File: src/rtl/ors_pkg.sv
package ors_pkg;

   typedef enum logic [3:0] {
      ST_IDLE, ST_SETP, ST_CLRRST, ST_WBUSY1, ST_WOPEN,
      ST_TXLEN, ST_PKTLEN, ST_TXCMD, ST_WBUSY2, ST_TXCLOSE,
      ST_TXEND, ST_WCLOSE, ST_RXEND
   } seq_state_e;

   localparam logic [3:0] A_RESET    = 4'h0;
   localparam logic [3:0] A_CMD      = 4'h1;
   localparam logic [3:0] A_TOTLEN   = 4'h2;
   localparam logic [3:0] A_PKTLEN   = 4'h3;
   localparam logic [3:0] A_SMAC_LO  = 4'h4;
   localparam logic [3:0] A_SMAC_HI  = 4'h5;
   localparam logic [3:0] A_SIP      = 4'h6;
   localparam logic [3:0] A_SPORT    = 4'h7;
   localparam logic [3:0] A_DIP      = 4'h8;
   localparam logic [3:0] A_DPORT    = 4'h9;
   localparam logic [3:0] A_DMAC_LO  = 4'hA;
   localparam logic [3:0] A_DMAC_HI  = 4'hB;

   localparam logic [3:0] CMD_SEND   = 4'h0;
   localparam logic [3:0] CMD_CLOSE  = 4'h3;

   localparam logic [15:0] SEG_STD   = 16'd1460;
   localparam logic [15:0] SEG_JUMBO = 16'd8960;

   localparam int CFG_WORDS = 8;

endpackage

File: src/rtl/ors_debounce.sv
module ors_debounce #(
   parameter int CNT_W = 20
) (
   input  logic clk,
   input  logic rst_n,
   input  logic btn_raw,
   output logic press
);

   logic [1:0] sync_q;
   logic       lvl_q;
   logic       lvl_d1_q;

   always_ff @(posedge clk) begin
      if (!rst_n) sync_q <= 2'b00;
      else        sync_q <= {sync_q[0], btn_raw};
   end

   generate
      if (CNT_W == 0) begin : g_bypass
         always_ff @(posedge clk) begin
            if (!rst_n) lvl_q <= 1'b0;
            else        lvl_q <= sync_q[1];
         end
      end else begin : g_count
         logic [CNT_W-1:0] cnt_q;
         always_ff @(posedge clk) begin
            if (!rst_n) begin
               lvl_q <= 1'b0;
               cnt_q <= '0;
            end else if (sync_q[1] == lvl_q) begin
               cnt_q <= '0;
            end else if (&cnt_q) begin
               lvl_q <= sync_q[1];
               cnt_q <= '0;
            end else begin
               cnt_q <= cnt_q + 1'b1;
            end
         end
      end
   endgenerate

   always_ff @(posedge clk) begin
      if (!rst_n) lvl_d1_q <= 1'b0;
      else        lvl_d1_q <= lvl_q;
   end

   assign press = lvl_q & ~lvl_d1_q;


   press_pulse_chk: assert property (@(posedge clk) disable iff (!rst_n)
      press |=> !press);

endmodule

File: src/rtl/ors_cfg_table.sv
module ors_cfg_table #(
   parameter int          ADDR_W   = 4,
   parameter int          DATA_W   = 32,
   parameter int          IDX_W    = 3,
   parameter logic [47:0] SRC_MAC  = 48'h0001_0203_0405,
   parameter logic [31:0] SRC_IP   = 32'hC0A8_0B2A,
   parameter logic [15:0] SRC_PORT = 16'd4000,
   parameter logic [31:0] DST_IP   = 32'hC0A8_0B19,
   parameter logic [15:0] DST_PORT = 16'd0,
   parameter logic [47:0] DST_MAC  = 48'h0
) (
   input  logic [IDX_W-1:0]  idx,
   output logic [ADDR_W-1:0] addr,
   output logic [DATA_W-1:0] data
);
   import ors_pkg::*;

   always_comb begin
      addr = ADDR_W'(A_SMAC_LO);
      data = '0;
      case (idx)
         IDX_W'(0): begin addr = ADDR_W'(A_SMAC_LO); data = DATA_W'(SRC_MAC[31:0]);  end
         IDX_W'(1): begin addr = ADDR_W'(A_SMAC_HI); data = DATA_W'(SRC_MAC[47:32]); end
         IDX_W'(2): begin addr = ADDR_W'(A_SIP);     data = DATA_W'(SRC_IP);         end
         IDX_W'(3): begin addr = ADDR_W'(A_SPORT);   data = DATA_W'(SRC_PORT);       end
         IDX_W'(4): begin addr = ADDR_W'(A_DIP);     data = DATA_W'(DST_IP);         end
         IDX_W'(5): begin addr = ADDR_W'(A_DPORT);   data = DATA_W'(DST_PORT);       end
         IDX_W'(6): begin addr = ADDR_W'(A_DMAC_LO); data = DATA_W'(DST_MAC[31:0]);  end
         default:   begin addr = ADDR_W'(A_DMAC_HI); data = DATA_W'(DST_MAC[47:32]); end
      endcase
   end

endmodule

File: src/rtl/ors_busy_poll.sv
module ors_busy_poll #(
   parameter int DATA_W = 32
) (
   input  logic              clk,
   input  logic              rst_n,
   input  logic              active,
   input  logic [DATA_W-1:0] rd_data,
   output logic              clear
);

   logic phase_q;

   always_ff @(posedge clk) begin
      if (!rst_n || !active) phase_q <= 1'b0;
      else                   phase_q <= ~phase_q;
   end

   assign clear = active & phase_q & ~rd_data[0];


   clear_after_read_chk: assert property (@(posedge clk) disable iff (!rst_n)
      clear |-> $past(active));

endmodule

File: src/rtl/offload_reg_seq.sv
module offload_reg_seq #(
   parameter int          ADDR_W       = 4,
   parameter int          DATA_W       = 32,
   parameter int          DEB_W        = 20,
   parameter logic [31:0] TX_TOTAL_LEN = 32'h0010_0000,
   parameter logic [47:0] SRC_MAC      = 48'h0001_0203_0405,
   parameter logic [31:0] SRC_IP       = 32'hC0A8_0B2A,
   parameter logic [15:0] SRC_PORT     = 16'd4000,
   parameter logic [31:0] DST_IP       = 32'hC0A8_0B19,
   parameter logic [15:0] DST_PORT     = 16'd0,
   parameter logic [47:0] DST_MAC      = 48'h0
) (
   input  logic              clk,
   input  logic              rst_n,
   input  logic              start_btn,
   input  logic              mode_rx,
   input  logic              pkt_jumbo,
   input  logic              conn_on,
   input  logic [DATA_W-1:0] reg_rd_data,
   output logic [ADDR_W-1:0] reg_addr,
   output logic              reg_wr_en,
   output logic [DATA_W-1:0] reg_wr_data
);
   import ors_pkg::*;

   localparam int NPARAM = CFG_WORDS;
   localparam int IDX_W  = $clog2(NPARAM);

   initial begin
      assert (ADDR_W >= 4) else $error("ADDR_W must be at least 4");
      assert (DATA_W >= 32) else $error("DATA_W must be at least 32");
      assert (DEB_W >= 0 && DEB_W <= 30) else $error("DEB_W out of range");
   end

   seq_state_e        state_q, state_d;
   logic [IDX_W-1:0]  idx_q;
   logic              conn_q;
   logic              conn_rise;
   logic              press;
   logic              poll_active;
   logic              poll_clear;
   logic [ADDR_W-1:0] tbl_addr;
   logic [DATA_W-1:0] tbl_data;
   logic [15:0]       seg_len;

   ors_debounce #(.CNT_W(DEB_W)) u_deb (
      .clk     (clk),
      .rst_n   (rst_n),
      .btn_raw (start_btn),
      .press   (press)
   );

   ors_cfg_table #(
      .ADDR_W(ADDR_W), .DATA_W(DATA_W), .IDX_W(IDX_W),
      .SRC_MAC(SRC_MAC), .SRC_IP(SRC_IP), .SRC_PORT(SRC_PORT),
      .DST_IP(DST_IP), .DST_PORT(DST_PORT), .DST_MAC(DST_MAC)
   ) u_tbl (
      .idx  (idx_q),
      .addr (tbl_addr),
      .data (tbl_data)
   );

   assign poll_active = (state_q == ST_WBUSY1) || (state_q == ST_WBUSY2) ||
                        (state_q == ST_TXEND);

   ors_busy_poll #(.DATA_W(DATA_W)) u_poll (
      .clk     (clk),
      .rst_n   (rst_n),
      .active  (poll_active),
      .rd_data (reg_rd_data),
      .clear   (poll_clear)
   );

   assign conn_rise = conn_on & ~conn_q;
   assign seg_len   = pkt_jumbo ? SEG_JUMBO : SEG_STD;

   always_comb begin
      state_d = state_q;
      case (state_q)
         ST_IDLE:    if (press) state_d = ST_SETP;
         ST_SETP:    if (idx_q == IDX_W'(NPARAM-1)) state_d = ST_CLRRST;
         ST_CLRRST:  state_d = ST_WBUSY1;
         ST_WBUSY1:  if (poll_clear) state_d = ST_WOPEN;
         ST_WOPEN:   if (conn_rise) state_d = mode_rx ? ST_WCLOSE : ST_TXLEN;
         ST_TXLEN:   state_d = ST_PKTLEN;
         ST_PKTLEN:  state_d = ST_TXCMD;
         ST_TXCMD:   state_d = ST_WBUSY2;
         ST_WBUSY2:  if (poll_clear) state_d = ST_TXCLOSE;
         ST_TXCLOSE: state_d = ST_TXEND;
         ST_TXEND:   if (poll_clear) state_d = ST_WOPEN;
         ST_WCLOSE:  if (!conn_on) state_d = ST_RXEND;
         ST_RXEND:   state_d = ST_WOPEN;
         default:    state_d = ST_IDLE;
      endcase
   end

   always_ff @(posedge clk) begin
      if (!rst_n) begin
         state_q <= ST_IDLE;
         idx_q   <= '0;
         conn_q  <= 1'b0;
      end else begin
         state_q <= state_d;
         conn_q  <= conn_on;
         if (state_q == ST_SETP) idx_q <= idx_q + 1'b1;
         else                    idx_q <= '0;
      end
   end

   always_comb begin
      reg_wr_en   = 1'b0;
      reg_addr    = ADDR_W'(A_CMD);
      reg_wr_data = '0;
      case (state_q)
         ST_SETP: begin
            reg_wr_en   = 1'b1;
            reg_addr    = tbl_addr;
            reg_wr_data = tbl_data;
         end
         ST_CLRRST: begin
            reg_wr_en   = 1'b1;
            reg_addr    = ADDR_W'(A_RESET);
         end
         ST_TXLEN: begin
            reg_wr_en   = 1'b1;
            reg_addr    = ADDR_W'(A_TOTLEN);
            reg_wr_data = DATA_W'(TX_TOTAL_LEN);
         end
         ST_PKTLEN: begin
            reg_wr_en   = 1'b1;
            reg_addr    = ADDR_W'(A_PKTLEN);
            reg_wr_data = DATA_W'(seg_len);
         end
         ST_TXCMD: begin
            reg_wr_en   = 1'b1;
            reg_wr_data = DATA_W'(CMD_SEND);
         end
         ST_TXCLOSE: begin
            reg_wr_en   = 1'b1;
            reg_wr_data = DATA_W'(CMD_CLOSE);
         end
         default: ;
      endcase
   end


   idle_quiet_chk: assert property (@(posedge clk) disable iff (!rst_n)
      (state_q == ST_IDLE) |-> !reg_wr_en);


   cfg_len_chk: assert property (@(posedge clk) disable iff (!rst_n)
      (state_q == ST_CLRRST) |-> $past(state_q, 9) == ST_IDLE);


   rst_wr_chk: assert property (@(posedge clk) disable iff (!rst_n)
      (state_q == ST_WBUSY1 && $past(state_q) == ST_CLRRST) |->
         $past(reg_wr_en) && $past(reg_addr) == ADDR_W'(A_RESET) && $past(reg_wr_data) == '0);


   busy_exit_chk: assert property (@(posedge clk) disable iff (!rst_n)
      (poll_active && state_d != state_q) |->
         !reg_rd_data[0] && $past(reg_addr) == ADDR_W'(A_CMD));


   send_after_len_chk: assert property (@(posedge clk) disable iff (!rst_n)
      (state_q == ST_WBUSY2 && $past(state_q) == ST_TXCMD) |->
         $past(reg_addr) == ADDR_W'(A_CMD) && $past(reg_wr_data) == DATA_W'(CMD_SEND));


   rx_close_chk: assert property (@(posedge clk) disable iff (!rst_n)
      (state_q == ST_RXEND) |-> !$past(conn_on));


   start_ignored_chk: assert property (@(posedge clk) disable iff (!rst_n)
      (state_q != ST_IDLE && state_q != ST_SETP) |=> state_q != ST_SETP);

endmodule

File: config.mk
export PLATFORM = sky130hd
export DESIGN_NAME = offload_reg_seq
export DESIGN_NICKNAME = d
export VERILOG_FILES = /design/src/rtl/ors_pkg.sv /design/src/rtl/ors_debounce.sv /design/src/rtl/ors_cfg_table.sv /design/src/rtl/ors_busy_poll.sv /design/src/rtl/offload_reg_seq.sv
export SDC_FILE = /design/constraint.sdc
export NUM_CORES = 1
export LEC_CHECK = 0
export ABC_AREA = 1
export CELL_PAD_IN_SITES_DETAIL_PLACEMENT = 0
export CELL_PAD_IN_SITES_GLOBAL_PLACEMENT = 2
export CORE_MARGIN = 2
export CORE_UTILIZATION = 35
export DETAILED_ROUTE_END_ITERATION = 7
export DONT_BUFFER_PORTS = 1
export PLACE_DENSITY = 0.8
export SLEW_MARGIN = 20
export SYNTH_ARGS = -nofsm -noshare
export SYNTH_HDL_FRONTEND = slang
export SYNTH_SLANG_ARGS = --single-unit
export TNS_END_PERCENT = 1
File: constraint.sdc
create_clock -name clk -period 4.47 [get_ports clk]
set_clock_uncertainty 0.05 [all_clocks]
set_input_delay 0.2235 -clock clk [delete_from_list [all_inputs] [get_ports clk]]
set_output_delay 0.2235 -clock clk [all_outputs]
set_load 0.01 [all_outputs]
Word-level counts from Yosys, hierarchy flattened
Index checks and enable logic that the tools add are counted.
{"block": "classes", "bitwise": 10, "n_eq_ne": 26, "mux": 14, "n_addsub": 2, "reduce_logical": 14}
{"op": "$pmux 32 s5", "n": 1}
{"op": "$pmux 32 s4", "n": 1}
{"op": "$pmux 4 s12", "n": 1}
{"op": "$mux 4", "n": 7}
{"op": "$pmux 4 s7", "n": 1}
{"op": "$reduce_and 21->1", "n": 1}
{"op": "$add 20x1->20 const B", "n": 1}
{"op": "$eq 4x4->1 const B", "n": 5}
{"op": "$reduce_and 20->1", "n": 1}
{"op": "$eq 4x3->1 const B", "n": 4}
{"op": "$pmux 4 s4", "n": 1}
{"op": "$mux 14", "n": 1}
{"op": "$eq 3x3->1 const B", "n": 4}
{"op": "$ne 2x2->1 const B", "n": 5}
{"op": "$eq 4x2->1 const B", "n": 2}
{"op": "$eq 3x2->1 const B", "n": 2}
{"op": "$not 1->1", "n": 6}
{"op": "$reduce_and 6->1", "n": 1}
{"op": "$reduce_or 6->1", "n": 1}
{"op": "$and 1x1->1", "n": 4}
{"op": "$eq 4x1->1 const B", "n": 1}
{"op": "$logic_not 4->1", "n": 1}
{"op": "$add 3x1->3 const B", "n": 1}
{"op": "$eq 3x1->1 const B", "n": 1}
{"op": "other kinds (9)", "n": 12}
{"block": "totals", "register_bits": 33, "elab_cells": 74, "out_inout_bits": 37, "inputBits": 38}

Longest topological paths before layout
{"block": "depth", "ltp_word": 7, "depth_mapped": 11, "depth_no_buf": 11}

Modules after synthesis
From an unflattened synthesis, not the netlist that was laid out.
{"block": "unflattened", "cells_unflattened": 393, "hier_area_um2": 2368.5}
{"module": "ors_debounce", "seq_area_each_um2": 480.5, "cells_each": 174, "n_inst": 1, "area_per_inst_um2": 1199.9}
{"module": "offload_reg_seq", "seq_area_each_um2": 160.2, "cells_each": 170, "n_inst": 1, "area_per_inst_um2": 870.8}
{"module": "ors_cfg_table", "seq_area_each_um2": 0.0, "cells_each": 44, "n_inst": 1, "area_per_inst_um2": 260.2}
{"module": "ors_busy_poll", "seq_area_each_um2": 20.0, "cells_each": 5, "n_inst": 1, "area_per_inst_um2": 37.5}

Least setup slack after synthesis
Ideal clock, no wire load.
{"block": "synth_timing", "path_type": "register -> output", "startpoint": "register idx_q[0]", "endpoint": "output port reg_addr[3]", "n_path_buf": 0, "setup_slack_ns": 2.902, "required_ns": 4.197, "stages_incl_launch_ff": 8, "arrival_time_ns": 1.294, "path_cell_list": "dfxtp_1 ha_1 ha_1 nor2_1 inv_1 nor2_1 nand2_1 a21oi_1"}
{"block": "synth_between", "elab_chain_cells": 3, "word_cells_on_any_way": 9, "classes_between": "eq/ne (6); mux (2); reduce/logical (1)"}
{"item": "from (decl)", "line": "offload_reg_seq.sv:36", "rtl": "logic [IDX_W-1:0] idx_q;"}
{"item": "from (signal assigned)", "line": "offload_reg_seq.sv:105", "rtl": "if (state_q == ST_SETP) idx_q <= idx_q + 1'b1;"}
{"item": "$eq 3x3->1, or another cell as far along", "line": "ors_cfg_table.sv:21", "rtl": "case (idx)"}
{"item": "$pmux 4 s7 *", "line": "ors_cfg_table.sv:21"}
{"item": "$pmux 4 s4 *", "line": "offload_reg_seq.sv:114", "rtl": "case (state_q)"}
{"item": "to (decl)", "line": "offload_reg_seq.sv:20", "rtl": "output logic [ADDR_W-1:0] reg_addr,"}
Every way passes the cells marked *; elsewhere a longest branch is shown, timed or not.

Worst setup path in the final report
{"block": "layout_timing", "startpoint": "register state_q[0]", "endpoint": "output port reg_wr_data[21]"}
{"block": "layout_between", "elab_chain_cells": 2, "word_cells_on_any_way": 5, "classes_between": "eq/ne (4); mux (1)"}
{"item": "from (decl)", "line": "offload_reg_seq.sv:35", "rtl": "seq_state_e state_q, state_d;"}
{"item": "from (signal assigned)", "line": "offload_reg_seq.sv:103", "rtl": "state_q <= state_d;"}
{"item": "$eq 4x4->1, or another cell as far along", "line": "offload_reg_seq.sv:114"}
{"item": "$pmux 32 s4 *", "line": "offload_reg_seq.sv:114"}
{"item": "to (decl)", "line": "offload_reg_seq.sv:22", "rtl": "output logic [DATA_W-1:0] reg_wr_data"}
Marked as above.

==> impl_metrics.tcl <==
set metrics [dict create \
    outcome "complete, no violations" \
    cp.required_ns 4.20 \
    clk_path_buf_depth 2 \
    synth.largest_area_cell "dfxtp_1" \
    start_util_pct 36.63 \
    setup_violations 0 \
    synthesis.area_mm2 0.002029 \
    cts_root_buf "clkbuf_8" \
    drt_iter0_drc 40 \
    crit_type "reg2out" \
    cp.depth 6 \
    cts_buffers 5 \
    rsz0062_at_grt "no" \
    drive_above_1_share_pct 8.117 \
    dr_total_vias 1674 \
    endpoint_kind "output pin" \
    design_area_mm2 0.002126 \
    hpwlAfterDp_um 3070 \
    ys_ff_latch 33 \
    grtUsageTotal_pct 13.55 \
    diodes 0 \
    place_congestion 0.7627 \
    grt_pass1_wl_um 6851 \
    cts.repair.resized 0 \
    area_growth_pct 4.747 \
    ant_nets 0 \
    path_clk_slew_ns 0.07 \
    cellLeakagePower_uw 0.0009818 \
    fmax_ghz 0.4746 \
    worstMarginPinSlew_ns 0.5814 \
    die_y_um 80.15 \
    core_mm2 0.005540 \
    placed_area_mm2 0.002006 \
    wire_per_inst_um 10.40 \
    crit_fanout 7 \
    wirelength_um 3953 \
    reg2regPathDepth 8 \
    critPathLaunchType "flip-flop" \
    peakVddDrop_v 0.0001335 \
    worstHoldStart "rst_n" \
    cts.sinks 33 \
    ioPinCount 75 \
    first_pass_iters 4 \
    synth_cells 306 \
    synth.avg_cell_area_um2 6.632 \
    r2r_setup_slack_ns 2.87 \
    setup_slack_ns 2.363 \
    power_switching_uw 234.6 \
    rows 27 \
    max_stage_delay_ns 0.46 \
    p_per_area_mw_per_mm2 329.1 \
    slew_violations 0 \
    p_comb_share_pct 24.4 \
    finalSetupTns_ns 0 \
    hold_depth 2 \
    slew_headroom_pct 61.09 \
    htreeDepth 2 \
    crit-reg2reg-capture "u_deb.g_count.cnt_q[15]" \
    overflow 0 \
    crit_buf_inv 2 \
    drc 0 \
    hold_end "u_deb.lvl_q" \
    yosysSeqAreaShare_pct 32.55 \
    nNetsFinal 352 \
    fin_crit_sh_pct 47.14 \
    seqPwrFrac_pct 45.8 \
    netSwitchingFraction_pct 33.54 \
    die-area_mm2 0.006423 \
    clockPowerShare_pct 29.8 \
    drv_cap 0 \
    dieWidth_um 80.15 \
    finalHoldViolations 0 \
    via_per_inst 4.405 \
    cts_tree "done" \
    synth_area_leaders "dfxtp_1 (33%), nand2_1 (13%), nor2_1 (8.9%), inv_1 (7.4%), buf_4 (6.7%)" \
    intPower_uw 464.9 \
    clock_latency_ns 0.28 \
    grt_max_degree 20 \
    cp.arrival_ns 1.83 \
    port_buffers 0 \
    crit_chain "inv_1 > nor2_2 > nand2_2 > inv_2 > nand3_1 > nand2_1" \
    dp_slack_ns 2.626 \
    cp_top_family "simple AND/OR/NAND/NOR gates" \
    r2r_start "u_deb.g_count.cnt_q[0]" \
    antenna_found_initial 0 \
    synth_top_area_share_pct 32.55 \
    fin_cells 380 \
    synth.distinct_cells 31 \
    grt_pass1_vias 1615 \
    yosys_warnings 0 \
    dp_cells 368 \
    cts_setup_buffers 0 \
    crit_slowest_cell "nand2_1" \
    period_minus_slack_ns 2.107 \
    hold_class "in2reg" \
]
metrics by stage:
step	hold slack [ns]	util (%)	total power, uW
global placement	0.2710	36.20	497.3
finish	0.01676	38.37	699.6
floorplan	0.2670	-	478.8
detailed placement	0.2747	36.20	496.6
global route	0.01731	38.37	751.0
CTS	0.005702	38.37	715.0
layout by cell type, fill, tap and decap left out, types with 5 or more instances in the layout:
cell type  instances
dfxtp_1           33
ha_1               7
nor2_2             6
conb_1            11
clkbuf_8           5
o21ai_0            7
a21oi_1           11
xor2_1             8
nor2_1            48
inv_1             40
nand2_1           71
nand3_1           24
cell usage after synthesis:
cell type	instances
nor2_2	6
dfxtp_1	33
nand4_1	2
buf_2	1
nand3_1	24
inv_2	3
nand4_2	1
inv_1	40
xnor2_1	2
buf_6	1
conb_1	1
nor2_1	48
nor3_2	2
ha_1	7
nand2_2	4
nand2_4	1
a21oi_1	11
o31ai_1	1
o21ai_1	2
or2_1	1
buf_4	18
and2_1	1
o21ai_0	7
nand3_2	1
or2_2	1
xor2_1	8
nand2_1	71
nor3_1	3
nand3b_1	3
or2_0	1
nor2_4	1
power by group through the flow:
stage	Sequential, uW	Combinational [uW]	Clock (uW)
finish	320	171	209
global placement	327	170	0
detailed placement	327	169	0
global route	323	195	233
floorplan	323	156	0
CTS	321	173	221
sequential cells by signal (all words and copies together), names as in the netlist:
register,count
conn_q,1
idx_q,3
state_q,4
u_deb.g_count.cnt_q,20
u_deb.lvl_d1_q,1
u_deb.lvl_q,1
u_deb.sync_q,2
u_poll.phase_q,1
final cells by class:
| class | count | area, um2 |
|---|---|---|
| fill | 648 | 3415 |
| multi-input combinational | 220 | 1094 |
| sequential | 33 | 660.6 |
| inverter | 43 | 161.4 |
| tap | 72 | 90.09 |
| clock buffer | 8 | 80.08 |
| timing repair buffer | 4 | 40.04 |
worst max-delay path by stage:
stage | start | end | slack, ns
after floorplan | idx_q[0] | reg_addr[3] | 2.90
after global placement | state_q[3] | reg_wr_data[3] | 2.63
after detailed placement | state_q[0] | reg_wr_data[3] | 2.63
after CTS | state_q[0] | reg_wr_data[3] | 2.31
after global routing | idx_q[0] | reg_wr_data[10] | 2.15
final | state_q[0] | reg_wr_data[21] | 2.36
what timing repair did:
item	in CTS	in global routing
hold buffers	4	0
endpoints found under the hold margin	5	0
endpoints found under the setup margin	0	0
logic make-up after synthesis:
logic type | after synthesis | synth area share [%]
compound gates | 21 | 5.302
xor+xnor | 10 | 4.316
fa+ha+maj | 7 | 4.315
buf+inv | 63 | 15.41
flops | 33 | 32.55
other cells | 1 | 0.1848
simple gates | 171 | 37.92
layer usage:
metal | vias up | global-route usage (%) | part of all wire (%)
li1 | 915 | - | -
met1 | 726 | 15.54 | 46
met2 | 28 | 23.75 | 47
met3 | 5 | 3.820 | 5.4
met4 | 0 | 5.085 | 1.4
met5 | - | 0 | 0
worst register-to-register path, cell delays in order, from the launching register on:
cell     delay, ns
dfxtp_1       0.40
ha_1          0.20
nand2_1       0.07
inv_2         0.08
nand2_2       0.11
nor2_4        0.18
nand4_2       0.12
nand2_4       0.21
nor2_1        0.08
Note: power is estimated with default switching activity, not from simulation.
